**src/rtl/binip_pkg.sv**
```systemverilog
package binip_pkg;
  // bits needed to index 0..n inclusive
  function automatic int idx_w(input int n);
    return $clog2(n + 1);
  endfunction
endpackage

```
**src/rtl/binip_ladder.sv**
```systemverilog
module binip_ladder #(
  parameter int N  = 8,
  parameter int CW = binip_pkg::idx_w(N)
) (
  input  logic         clk_i,
  input  logic         rst_ni,
  input  logic         vld_i,
  input  logic [N-1:0] coef_i,
  input  logic [N-1:0] vec_i,
  output logic         vld_o,
  output logic [N:0]   thermo_o
);
  logic [N-1:0] match;
  logic [CW-1:0] cnt;
  logic [N:0] thermo_d;

  assign match = coef_i & vec_i;

  always_comb begin
    cnt = '0;
    for (int i = 0; i < N; i++) cnt = cnt + CW'(match[i]);
  end

  // threshold ladder: column j fires once the count reaches j
  for (genvar j = 0; j <= N; j++) begin : g_col
    assign thermo_d[j] = (cnt >= CW'(j));
  end

  always_ff @(posedge clk_i or negedge rst_ni) begin
    if (!rst_ni) begin
      vld_o    <= 1'b0;
      thermo_o <= '0;
    end else begin
      vld_o    <= vld_i;
      thermo_o <= vld_i ? thermo_d : '0;
    end
  end
endmodule

```
**src/rtl/binip_edge.sv**
```systemverilog
module binip_edge #(
  parameter int N = 8
) (
  input  logic       clk_i,
  input  logic       rst_ni,
  input  logic       vld_i,
  input  logic [N:0] thermo_i,
  output logic       vld_o,
  output logic [N:0] hot_o
);
  logic [N:0] hot_d;

  // on a thermometer, xor of neighbours reduces to and-not
  for (genvar j = 0; j < N; j++) begin : g_pair
    assign hot_d[j] = thermo_i[j] & ~thermo_i[j+1];
  end
  assign hot_d[N] = thermo_i[N];

  always_ff @(posedge clk_i or negedge rst_ni) begin
    if (!rst_ni) begin
      vld_o <= 1'b0;
      hot_o <= '0;
    end else begin
      vld_o <= vld_i;
      hot_o <= vld_i ? hot_d : '0;
    end
  end
endmodule

```
**src/rtl/binip_lut.sv**
```systemverilog
module binip_lut #(
  parameter int N     = 8,
  parameter int OUT_W = 8,
  parameter int CW    = binip_pkg::idx_w(N)
) (
  input  logic             clk_i,
  input  logic             rst_ni,
  input  logic             vld_i,
  input  logic [N:0]       hot_i,
  input  logic             wr_en_i,
  input  logic [CW-1:0]    wr_addr_i,
  input  logic [OUT_W-1:0] wr_data_i,
  output logic             vld_o,
  output logic [OUT_W-1:0] data_o,
  output logic             err_o
);
  logic [OUT_W-1:0] tbl [N+1];
  logic [OUT_W-1:0] sel;
  logic             bad;

  for (genvar k = 0; k <= N; k++) begin : g_ent
    always_ff @(posedge clk_i or negedge rst_ni) begin
      if (!rst_ni)                                 tbl[k] <= OUT_W'(k);
      else if (wr_en_i && (wr_addr_i == CW'(k)))   tbl[k] <= wr_data_i;
    end
  end

  // and-or mux driven straight by the one-hot lines
  always_comb begin
    sel = '0;
    for (int k = 0; k <= N; k++) if (hot_i[k]) sel = sel | tbl[k];
  end

  assign bad = (hot_i == '0) || ((hot_i & (hot_i - 1'b1)) != '0);

  always_ff @(posedge clk_i or negedge rst_ni) begin
    if (!rst_ni) begin
      vld_o  <= 1'b0;
      data_o <= '0;
      err_o  <= 1'b0;
    end else begin
      vld_o  <= vld_i;
      data_o <= (vld_i && !bad) ? sel : '0;
      err_o  <= vld_i && bad;
    end
  end
endmodule

```
**src/rtl/binip_pipe.sv**
```systemverilog
module binip_pipe #(
  parameter int N     = 8,
  parameter int OUT_W = 8,
  localparam int CW   = binip_pkg::idx_w(N)
) (
  input  logic             clk_i,
  input  logic             rst_ni,
  input  logic             in_vld_i,
  input  logic [N-1:0]     coef_i,
  input  logic [N-1:0]     vec_i,
  input  logic             cfg_we_i,
  input  logic [CW-1:0]    cfg_addr_i,
  input  logic [OUT_W-1:0] cfg_data_i,
  output logic             out_vld_o,
  output logic [OUT_W-1:0] out_data_o,
  output logic             err_o
);
  logic       s1_vld, s2_vld;
  logic [N:0] s1_thermo, s2_hot;
  logic       wr_ok;

  // table changes only with nothing in flight
  assign wr_ok = cfg_we_i & ~(in_vld_i | s1_vld | s2_vld);

  binip_ladder #(.N(N), .CW(CW)) u_ladder (
    .clk_i, .rst_ni, .vld_i(in_vld_i), .coef_i, .vec_i,
    .vld_o(s1_vld), .thermo_o(s1_thermo)
  );

  binip_edge #(.N(N)) u_edge (
    .clk_i, .rst_ni, .vld_i(s1_vld), .thermo_i(s1_thermo),
    .vld_o(s2_vld), .hot_o(s2_hot)
  );

  binip_lut #(.N(N), .OUT_W(OUT_W), .CW(CW)) u_lut (
    .clk_i, .rst_ni, .vld_i(s2_vld), .hot_i(s2_hot),
    .wr_en_i(wr_ok), .wr_addr_i(cfg_addr_i), .wr_data_i(cfg_data_i),
    .vld_o(out_vld_o), .data_o(out_data_o), .err_o
  );
endmodule

```
**config.mk**
```make
export PLATFORM = sky130hd
export DESIGN_NAME = binip_pipe
export DESIGN_NICKNAME = d
export VERILOG_FILES = /design/src/rtl/binip_pkg.sv /design/src/rtl/binip_ladder.sv /design/src/rtl/binip_edge.sv /design/src/rtl/binip_lut.sv /design/src/rtl/binip_pipe.sv
export SDC_FILE = /design/constraint.sdc
export NUM_CORES = 1
export LEC_CHECK = 0
export CAP_MARGIN = 20
export CORE_ASPECT_RATIO = 0.6
export CORE_UTILIZATION = 45
export CTS_CLUSTER_SIZE = 14
export DETAILED_ROUTE_END_ITERATION = 16
export HOLD_SLACK_MARGIN = 0.02
export PLACE_DENSITY = 0.64
export SLEW_MARGIN = 15
export SYNTH_ARGS = -nofsm -noshare
export SYNTH_HDL_FRONTEND = slang
export SYNTH_SLANG_ARGS = --single-unit
```
**constraint.sdc**
```tcl
create_clock -name clk_i -period 3.75 [get_ports clk_i]
set_input_delay 0.75 -clock clk_i [delete_from_list [all_inputs] [get_ports clk_i]]
set_output_delay 0.75 -clock clk_i [all_outputs]
set_load 0.01 [all_outputs]
```
* Yosys cells after proc, flatten, opt, wreduce, memory -nomap -nowiden
Index checks and enable logic that the tools add are counted.
Storage, ports and cells: register bits 102
Cells by class: $add $sub $neg 8, order comparisons 9, eq/ne operators 8, muxes and demuxes 12, bitwise operators 30, reductions and logical operators 16
Operators with widths (count):
- 8-bit two-way mux | 10
- 8-bit bitwise OR | 8
- 4-bit by 1-bit adder with 4-bit output | 6
- 9-bit two-way mux | 2
- 4-bit by 3-bit equality test with 1-bit output (second input constant) | 4
- 4-bit by 3-bit >= comparator with 1-bit output (second input constant) | 4
- 1-bit logical AND | 11
- 1-bit AND | 9
- 9-bit AND | 1
- 9-bit logical NOT | 1
- 1-bit inverter | 9
- 9-bit nonzero test | 1
- 9-bit by 1-bit subtractor with 9-bit output (second input constant) | 1
- 8-bit AND | 1
- 4-bit by 2-bit equality test with 1-bit output (second input constant) | 2
- 4-bit by 1-bit >= comparator with 1-bit output (second input constant) | 2
- 4-bit by 2-bit >= comparator with 1-bit output (second input constant) | 2
- 4-bit by 1-bit equality test with 1-bit output (second input constant) | 1
- 4-bit equality test (second input constant) | 1
- 4-bit >= comparator (second input constant) | 1
- 4-bit logical NOT | 1
- 1-bit by 1-bit adder with 2-bit output | 1
- 1-bit bitwise OR | 2
- 1-bit logical NOT | 1
- 1-bit logical OR | 1

* Depth between registers and ports, before layout
Gate-level depths: netlist (run 1).
word-level depth 18, mapped depth 13, depth with buffers taken out 13

* Hierarchy
A second synthesis (run 1) with hierarchy kept.
Second synthesis, totals: cell total of the unflattened synthesis 318, area, all modules 4391.7 um^2
By module, submodules not included:
- binip_lut | times used 1, cells each 250, area an instance 3519.6 um^2, sequential area each 2068.2 um^2
- binip_ladder | times used 1, cells each 48, area an instance 529.3 um^2, sequential area each 225.2 um^2
- binip_edge | times used 1, cells each 19, area an instance 327.8 um^2, sequential area each 250.2 um^2
- binip_pipe | times used 1, cells each 1, area an instance 15.0 um^2, sequential area each 0.0 um^2

* Least setup slack after synthesis (run 1)
OpenSTA, ideal clock, no wires.
path type input to register, from input port coef_i[0], to register u_ladder.thermo_o[7], setup time 77 ps, arrival 3564 ps, required time 3673 ps, slack 109 ps, stages 12, cell sequence and2_1 -> ha_1 -> inv_1 -> fa_1 -> inv_1 -> fa_1 -> fa_1 -> inv_1 -> fa_1 -> nor2_1 -> nand3_1 -> a21oi_1
Between the ends: word-level cells in the longest chain between the ends 10
Ends and longest elaborated chain:
- start, declared | line binip_pipe.sv:9 | input logic [N-1:0] coef_i,
- 8-bit AND | line binip_ladder.sv:17 | assign match = coef_i & vec_i;
- 1-bit by 1-bit adder with 2-bit output | line binip_ladder.sv:21 | for (int i = 0; i < N; i++) cnt = cnt + CW'(match[i]);
- 4-bit by 1-bit adder with 4-bit output (6 in a row) | line binip_ladder.sv:21
- 4-bit by 3-bit >= comparator with 1-bit output | line binip_ladder.sv:26 | assign thermo_d[j] = (cnt >= CW'(j));
- 9-bit two-way mux | line binip_ladder.sv:35 | thermo_o <= vld_i ? thermo_d : '0;
- end signal, assigned | line binip_ladder.sv:35
- end, declared | line binip_ladder.sv:11 | output logic [N:0] thermo_o
Every way passes these cells. A chain may end at the register's enable or synchronous reset.

* Worst setup path in the final report (run 1)
from input port coef_i[1], to register u_ladder.thermo_o[7]
The elaborated chain is that of the path after synthesis.

==> impl_metrics.ini, run 1 <==
[synthesis]
synth_edf_count = 0
ys_types = 43
async_reset_ff_frac = 1.000
yosys.area.top_type = dfrtp_1
syn-instance-count = 330
synth_common_cells = dfrtp_1 (88), mux2_2 (72), dfstp_2 (13), nand2_1 (13), nand3_1 (13)
yosysTopAreaCellShare = 0.4952
syn_area_per_cell_um2 = 13.48
yosysSeqAreaShare = 0.5720
ys_top_cells_by_area = dfrtp_1 (50%), mux2_2 (18%), dfstp_2 (7.7%), a22oi_1 (2.0%), a222oi_1 (1.8%)
synthMostInstantiatedCell = dfrtp_1
ys_ff_latch = 101
synth_warnings = 0
ys.flop_type = dfrtp_1
synth_area_mm2 = 0.004447
syn_nets = 369

[floorplan]
start_util = 0.4735
pin_count = 42
die_x_um = 130.3
rows = 27
die_y_um = 79
core_area_mm2 = 0.009392
dieArea_mm2 = 0.01030

[sta]
slew_violations = 0
fmax_ghz = 0.2760
finalHoldViolCount = 0
period_needed_ps = 3623
tightest_slew_ps = 778.1
setup_viol = 0
grt_setup_unrepaired = true
post-route-period-util = 0.9662
slew_headroom = 0.4813
hold_ws_ps = 414.0
clock_skew_ps = 6.148

[cts]
hold_buffers = 0
path_clk_slew_ps = 70
cts_buffer_depth = 2
clock_sinks = 101
root_buffer = clkbuf_16
clock_latency_ps = 350
htreeDepth = 3
cts_resized = 0
post_cts.repair.setup_buffers = 0
cts_buffers = 9
cts_tree = built

[placement]
place_hpwl_mm = 6.737
gp_congestion = 0.7824
place.port_buffers = 41

[critical_path]
cpMostUsedCell = inv_1
worstPathMaxFanout = 2
r2r_end = u_lut.data_o[6]$_DFF_PN0_
cpPeakStageDelay_ps = 520
crit_path_end = u_ladder.thermo_o[7]$_DFF_PN0_
crit_start = coef_i[1]
crit_arrival_ps = 3900
cp_slowest_cell = fa_1
worstPathCellList = clkdlybuf4s50_1 -> and2_1 -> ha_1 -> inv_1 -> fa_1 -> inv_1 -> fa_1 -> fa_2 -> inv_1 -> fa_2 -> nor2_2 -> nand3_1 -> a21oi_1
critPathRequiredTime_ps = 4020
endpoint_kind = flop
worstRegToRegCells = 5
r2r-start = u_edge.hot_o[2]$_DFF_PN0_
path_class = primary input to flop
cp-start-kind = primary input
ff2ff_setup_slack_ps = 1150

[layout]
fill_cells = 805
postLayoutCoreUtil = 0.5730
nNetsFinal = 417
drive_above_1_share = 0.3290
area_growth_pct = 21.02
diodes = 0

[global_routing]
grt_start_max_net_pins = 63
grt_pass1_vias = 2964
grt_antenna_before_repair = 0
grt-ovfl-total = 0
grt_usage = 0.2241
grt_first_pass_wirelength_mm = 16.46

[drt]
vias = 2924
drt_iter0_markers = 187
first_pass_iters = 5
viasPerCell = 5.700
routed_wl_mm = 10.14
avgRoutedWirePerCell_um = 19.77
final_antenna_net_count = 0
drc_errors = 0

[pwr]
p_per_area_mw_per_mm2 = 492.3
leakagePower_nw = 2.479
vdd_drop_max_uv = 277.4

[run]
drv_cap = 0

[worst_hold_path]
hold_path_class = flop to flop

[run_status]
run_status = finished, final reports clean
[metal layers]
layer | wire length [um] | track usage | up-vias
li1 | - | - | 1308
met1 | 5020 | 0.3167 | 1536
met2 | 4556 | 0.3426 | 72
met3 | 492 | 0.06739 | 8
met4 | 72 | 0.04483 | 0
met5 | 0 | 0 | -
[registers in the layout, indices dropped and copies added, names as in the netlist]
signal	cells
u_lut.tbl	72
u_edge.hot_o	9
u_ladder.thermo_o	9
u_lut.data_o	8
u_edge.vld_o	1
u_lut.err_o	1
u_lut.vld_o	1
[cells in the final DEF, fill, tap and decap left out, types with 8 or more instances in the layout]
master and n:
mux2_2 72, clkdlybuf4s50_1 40, a22o_1 8, nand3_1 13, clkbuf_16 9, a22oi_1 12
a222oi_1 8, buf_4 11, nand2_1 12, nor2_1 10, inv_1 10, dfrtp_1 88
dfstp_2 13
[final cells by class]
class                           count  area [um2]  share of cell area
Clock buffer                       10       229.0             0.04255
Timing Repair Buffer               51       483.0             0.08975
Sequential cell                   101        2544              0.4727
Clock inverter                      6       111.4             0.02069
Multi-Input combinational cell    205        1814              0.3371
Inverter                           10       37.54            0.006975
Tap cell                          130       162.7             0.03023
[where the power goes]
part           leakage, nW  switching, W  total [W]  internal (W)
logic                0.990      0.000148   0.000324      0.000175
clock network        0.163      0.000398    0.00105      0.000653
registers             1.33     0.0000822    0.00127       0.00119
[worst min path at each step]
stage,start,endpoint,slack [ps],cells past startpoint
2_1_floorplan,u_ladder.thermo_o[0]$_DFF_PN0_,u_edge.vld_o$_DFF_PN0_,350,0
3_3_place_gp,u_ladder.thermo_o[8]$_DFF_PN0_,u_edge.hot_o[7]$_DFF_PN0_,410,1
3_5_place_dp,u_ladder.thermo_o[8]$_DFF_PN0_,u_edge.hot_o[7]$_DFF_PN0_,410,1
4_1_cts,u_ladder.thermo_o[8]$_DFF_PN0_,u_edge.hot_o[7]$_DFF_PN0_,410,1
5_1_grt,u_ladder.thermo_o[8]$_DFF_PN0_,u_edge.hot_o[7]$_DFF_PN0_,430,1
6_report,u_ladder.thermo_o[8]$_DFF_PN0_,u_edge.hot_o[7]$_DFF_PN0_,410,1
[kinds of logic (layout without fill, tap and decap cells)]
kind of cell	after synthesis	after routing	share of synthesized area
buffers and inverters	24	77	0.02560
flip-flops	101	101	0.5720
multiplexers	72	72	0.1823
AO/OA/AOI/OAI	56	56	0.09567
adder cells (fa/ha/maj)	8	8	0.02870
AND/OR/NAND/NOR	69	69	0.09566
[metrics by stage]
step                setup WS (ps)  total power, W  setup TNS [ps]  instance area (um2)  instances
floorplan                   108.9        0.001456               0                 4447        330
global placement           -326.3        0.001597           -1867                 5016        497
finish                      126.6        0.002649               0                 5381        513
CTS                         15.75        0.002669               0                 5356        513
global route                2.852        0.002768               0                 5381        513
detailed placement         -342.5        0.001608           -2088                 5016        497
[critical path, delay by kind of cell]
kind	cells	cell delay, ps
fa+ha+maj	5	2100
buf+inv	4	570
simple gates	3	340
compound gates	1	140
Note: power is estimated with default switching activity, not from simulation.
==> run 2, diff against run 1 <==
--- a/config.mk
+++ b/config.mk
@@ -7,11 +7,11 @@
 export LEC_CHECK = 0
 export CAP_MARGIN = 20
 export CORE_ASPECT_RATIO = 0.6
-export CORE_UTILIZATION = 45
+export CORE_UTILIZATION = 61
 export CTS_CLUSTER_SIZE = 14
 export DETAILED_ROUTE_END_ITERATION = 16
 export HOLD_SLACK_MARGIN = 0.02
-export PLACE_DENSITY = 0.64
+export PLACE_DENSITY = 0.83
 export SLEW_MARGIN = 15
 export SYNTH_ARGS = -nofsm -noshare
 export SYNTH_HDL_FRONTEND = slang
==> impl_metrics.ini, run 2 (same netlist as run 1, synthesis figures left out) <==
[floorplan]
rows = 23
core_area_mm2 = 0.006849
start_util = 0.6493
pin_count = 42
die_y_um = 68.14
dieArea_mm2 = 0.007646
die_x_um = 112.2

[placement]
gp_congestion = 0.7608
place.port_buffers = 41
place_area_mm2 = 0.004962
place_hpwl_mm = 6.635
placed_cells_incl_taps = 454

[layout]
largest_reg_flops = 72
diodes = 0
post-route-cell-area_mm2 = 0.005304
instances_no_fill = 469
reg_top3 = u_lut.tbl (72), u_edge.hot_o (9), u_ladder.thermo_o (9)
layout_common_cells = dfrtp_1 (88), mux2_2 (72), clkdlybuf4s50_1 (40), dfstp_2 (13)
top_register = u_lut.tbl
layout_commonest_cell = dfrtp_1
nNetsFinal = 417
area_growth_pct = 19.27
drive_above_1_share = 0.3325

[critical_path]
crit_buf_inv = 4
cp_slowest_cell = fa_1
cpPeakStageDelay_ps = 530
path_class = primary input to flop
cp-start-kind = primary input
worstRegToRegCells = 4
cpMostUsedCell = inv_1
endpoint_kind = flop
crit_arrival_ps = 3950
crit_family = adder cells
worstPathMaxFanout = 2
ff2ff_setup_slack_ps = 1210
critPathRequiredTime_ps = 4030
r2r-start = u_edge.hot_o[2]$_DFF_PN0_
r2r_end = u_lut.data_o[6]$_DFF_PN0_
worstPathCellList = clkdlybuf4s50_1 -> and2_1 -> ha_1 -> inv_1 -> fa_1 -> inv_1 -> fa_1 -> fa_2 -> inv_1 -> fa_2 -> nor2_4 -> nand3_2 -> a21oi_2

[cts]
hold_buffers = 0
post_cts.repair.setup_buffers = 0
clock_latency_ps = 350
root_buffer = clkbuf_16
cts_tree = built
cts_buffers = 9
path_clk_slew_ps = 70
htreeDepth = 3
clock_sinks = 101
cts_buffer_depth = 2

[sta]
slew_violations = 0
finalSetupTns_ps = 0
finalHoldViolCount = 0
grt_setup_unrepaired = true
period_needed_ps = 3668
tightest_slew_ps = 821.8
slew_headroom = 0.4521
setup_viol = 0
fmax_ghz = 0.2726
post-route-period-util = 0.9782
clock_skew_ps = 6.513

[run_status]
violations = design-rule violations
run_status = finished, violations left

[pwr]
vdd_drop_max_uv = 278.8
leakagePower_nw = 2.469
p_per_area_mw_per_mm2 = 483.2

[drt]
drc_errors = 2
vias = 2902
drt_iter0_markers = 246
avgRoutedWirePerCell_um = 20.95
first_pass_iters = 10
routed_wl_mm = 9.826
final_antenna_net_count = 0
viasPerCell = 6.188

[global_routing]
grt_start_max_net_pins = 69
grt_usage = 0.2890
grt_first_pass_wirelength_mm = 15.68
grt_pass1_vias = 3030
grt_antenna_before_repair = 0
grt-ovfl-total = 0

[worst_hold_path]
hold_path_class = flop to flop
hold_depth = 1
hold_path_startpoint = u_ladder.thermo_o[8]$_DFF_PN0_
min_to = u_edge.hot_o[7]$_DFF_PN0_

[run]
drv_cap = 0
-- run 2: report_power, final --
group          total [W]  internal (W)  switching (W)
registers        0.00127       0.00119      0.0000822
clock network   0.000954      0.000568       0.000386
logic           0.000334      0.000177       0.000157
total            0.00256       0.00194       0.000626
-- run 2: repair_timing --
item | CTS | global route
hold endpoints to repair | 0 | 0
setup endpoints to repair | 1 | 7
pin swaps | 2 | 4
resized for setup | 2 | 6
-- run 2: cell type report --
| class | instances | area [um2] |
|---|---|---|
| multi-input combinational | 205 | 1821 |
| clock inverter | 3 | 43.79 |
| timing repair buffer | 51 | 483.0 |
| inverter | 10 | 37.54 |
| clock buffer | 12 | 266.5 |
| fill | 455 | 1545 |
| sequential | 101 | 2544 |
| tap | 87 | 108.9 |
-- run 2: worst max path at each step --
stage          startpoint                        endpoint  slack, ps  cells after the start
4_1_cts         coef_i[1]  u_ladder.thermo_o[7]$_DFF_PN0_          2                     13
3_5_place_dp    coef_i[1]  u_ladder.thermo_o[7]$_DFF_PN0_       -450                     13
5_1_grt         coef_i[0]  u_ladder.thermo_o[1]$_DFF_PN0_        -40                     14
2_1_floorplan   coef_i[0]  u_ladder.thermo_o[7]$_DFF_PN0_        110                     12
3_3_place_gp    coef_i[0]  u_ladder.thermo_o[7]$_DFF_PN0_       -320                     13
6_report        coef_i[1]  u_ladder.thermo_o[7]$_DFF_PN0_         80                     13
-- run 2: metrics by stage --
stage | hold slack [ps] | utilization | power [W] | setup slack, ps
final | 421.6 | 0.7744 | 0.002563 | 81.79
after global routing | 436.4 | 0.7744 | 0.002650 | -41.96
after CTS | 417.7 | 0.7706 | 0.002553 | 2.350
after detailed placement | 415.4 | 0.7245 | 0.001610 | -454.5
after global placement | 400.4 | 0.7245 | 0.001585 | -322.7
after floorplan | 351.9 | - | 0.001456 | 108.9
-- run 2: layer usage --
metal | part of all wire | track usage
met1 | 0.45 | 0.3774
met2 | 0.48 | 0.4728
met3 | 0.059 | 0.09123
met4 | 0.016 | 0.09000
met5 | 0 | 0
==> run 3, diff against run 2 <==
--- a/config.mk
+++ b/config.mk
@@ -12,6 +12,7 @@
 export DETAILED_ROUTE_END_ITERATION = 16
 export HOLD_SLACK_MARGIN = 0.02
 export PLACE_DENSITY = 0.83
+export REMOVE_ABC_BUFFERS = 1
 export SLEW_MARGIN = 15
 export SYNTH_ARGS = -nofsm -noshare
 export SYNTH_HDL_FRONTEND = slang
==> impl_metrics.ini, run 3 (same netlist as run 1, synthesis figures left out) <==
[layout]
reg_top3 = u_lut.tbl (72), u_edge.hot_o (9), u_ladder.thermo_o (9)
top_register = u_lut.tbl
area_growth_pct = 18.99
instances_no_fill = 470
layout_commonest_cell = dfrtp_1
layout_common_cells = dfrtp_1 (88), mux2_2 (72), clkdlybuf4s50_1 (40), nand3_1 (13), dfstp_2 (13)
largest_reg_flops = 72
nNetsFinal = 417
post-route-cell-area_mm2 = 0.005291
drive_above_1_share = 0.3420
diodes = 0

[sta]
finalHoldViolCount = 0
setup_viol = 0
fmax_ghz = 0.2733
slew_violations = 0
tightest_slew_ps = 856.9
slew_headroom = 0.4287
clock_skew_ps = 8.960
hold_ws_ps = 432.3
period_needed_ps = 3658
worst_slack_ps = 91.65
finalSetupTns_ps = 0
post-route-period-util = 0.9756

[floorplan]
rows = 23
start_util = 0.6493
die_y_um = 68.14
pin_count = 42
dieArea_mm2 = 0.007646
core_area_mm2 = 0.006849
die_x_um = 112.2

[placement]
placed_cells_incl_taps = 454
gp_congestion = 0.7952
place_area_mm2 = 0.004962
post-place-ws_ps = -384.7
place_hpwl_mm = 6.851
place.port_buffers = 41

[critical_path]
cp-start-kind = primary input
critPathRequiredTime_ps = 4020
ff2ff_setup_slack_ps = 1110
endpoint_kind = flop
worstPathMaxFanout = 2
crit_arrival_ps = 3930
r2r-start = u_edge.hot_o[2]$_DFF_PN0_
crit_path_end = u_ladder.thermo_o[7]$_DFF_PN0_
r2r_end = u_lut.data_o[7]$_DFF_PN0_
crit_start = coef_i[0]
worstRegToRegCells = 5
path_class = primary input to flop

[drt]
drc_errors = 3
routed_wl_mm = 10.47
avgRoutedWirePerCell_um = 22.27
first_pass_iters = 11
drt_iter0_markers = 263
vias = 3004
final_antenna_net_count = 0
viasPerCell = 6.391

[pwr]
p_per_area_mw_per_mm2 = 472.8
leakagePower_nw = 2.459
vdd_drop_max_uv = 289.2

[cts]
path_clk_slew_ps = 70
cts_buffer_depth = 2
clock_sinks = 101
htreeDepth = 3
root_buffer = clkbuf_16
cts_buffers = 9
post_cts.repair.setup_buffers = 0
hold_buffers = 0
clock_latency_ps = 340
cts_tree = built

[global_routing]
grt-ovfl-total = 0
grt_first_pass_wirelength_mm = 16.50
grt_pass1_vias = 3052
grt_usage = 0.3056
grt_antenna_before_repair = 0
grt_start_max_net_pins = 70

[run_status]
run_status = finished, violations left
violations = design-rule violations

[worst_hold_path]
hold_path_class = flop to flop

[run]
drv_cap = 0
run 3: worst max-delay path, stage by stage:
cell and delay (ps):
clkdlybuf4s50_1 390, and2_1 160, ha_1 270, inv_1 50
fa_1 520, inv_1 50, fa_1 480, fa_2 370
inv_2 70, fa_2 440, nor2_2 140, nand3_1 90
a21oi_1 160
run 3: report_power, final:
part           internal, W  switching, W
logic             0.000179      0.000163
registers          0.00119     0.0000856
clock network     0.000490      0.000392
total              0.00186      0.000641
run 3: how the worst min path moves through the flow:
stage | from | endpoint | depth (start not counted)
2_1_floorplan | u_ladder.thermo_o[8]$_DFF_PN0_ | u_edge.hot_o[7]$_DFF_PN0_ | 1
3_3_place_gp | u_ladder.thermo_o[8]$_DFF_PN0_ | u_edge.hot_o[7]$_DFF_PN0_ | 1
3_5_place_dp | u_ladder.thermo_o[8]$_DFF_PN0_ | u_edge.hot_o[7]$_DFF_PN0_ | 1
4_1_cts | u_ladder.thermo_o[8]$_DFF_PN0_ | u_edge.hot_o[7]$_DFF_PN0_ | 1
5_1_grt | u_ladder.thermo_o[8]$_DFF_PN0_ | u_edge.hot_o[7]$_DFF_PN0_ | 1
6_report | u_ladder.thermo_o[8]$_DFF_PN0_ | u_edge.hot_o[7]$_DFF_PN0_ | 1
run 3: metal layers:
layer  wire [um]  part of all wire  track usage  vias to the layer above
met3         747             0.071       0.1045                       15
met2        4999              0.48       0.5000                      125
met1        4610              0.44       0.3974                     1540
met5           0                 0            0                        -
li1            -                 -            -                     1324
met4         108             0.010      0.08667                        0
run 3: layout make-up:
class,instances,area (um2)
clock inverter,4,31.28
inverter,10,37.54
multi-input combinational,205,1831
timing repair buffer,51,483.0
tap,87,108.9
clock buffer,12,256.5
sequential,101,2544
fill,417,1558
run 3: through the flow:
step / util / power, W
2_1_floorplan: - / 0.001444
3_3_place_gp: 0.7245 / 0.001590
3_5_place_dp: 0.7245 / 0.001613
4_1_cts: 0.7674 / 0.002500
5_1_grt: 0.7726 / 0.002600
6_report: 0.7726 / 0.002502
run 3: what timing repair did:
item,in CTS,in global routing
cloned,0,0
endpoints found under the setup margin,2,7
resized for setup,2,9
pin swaps,2,3
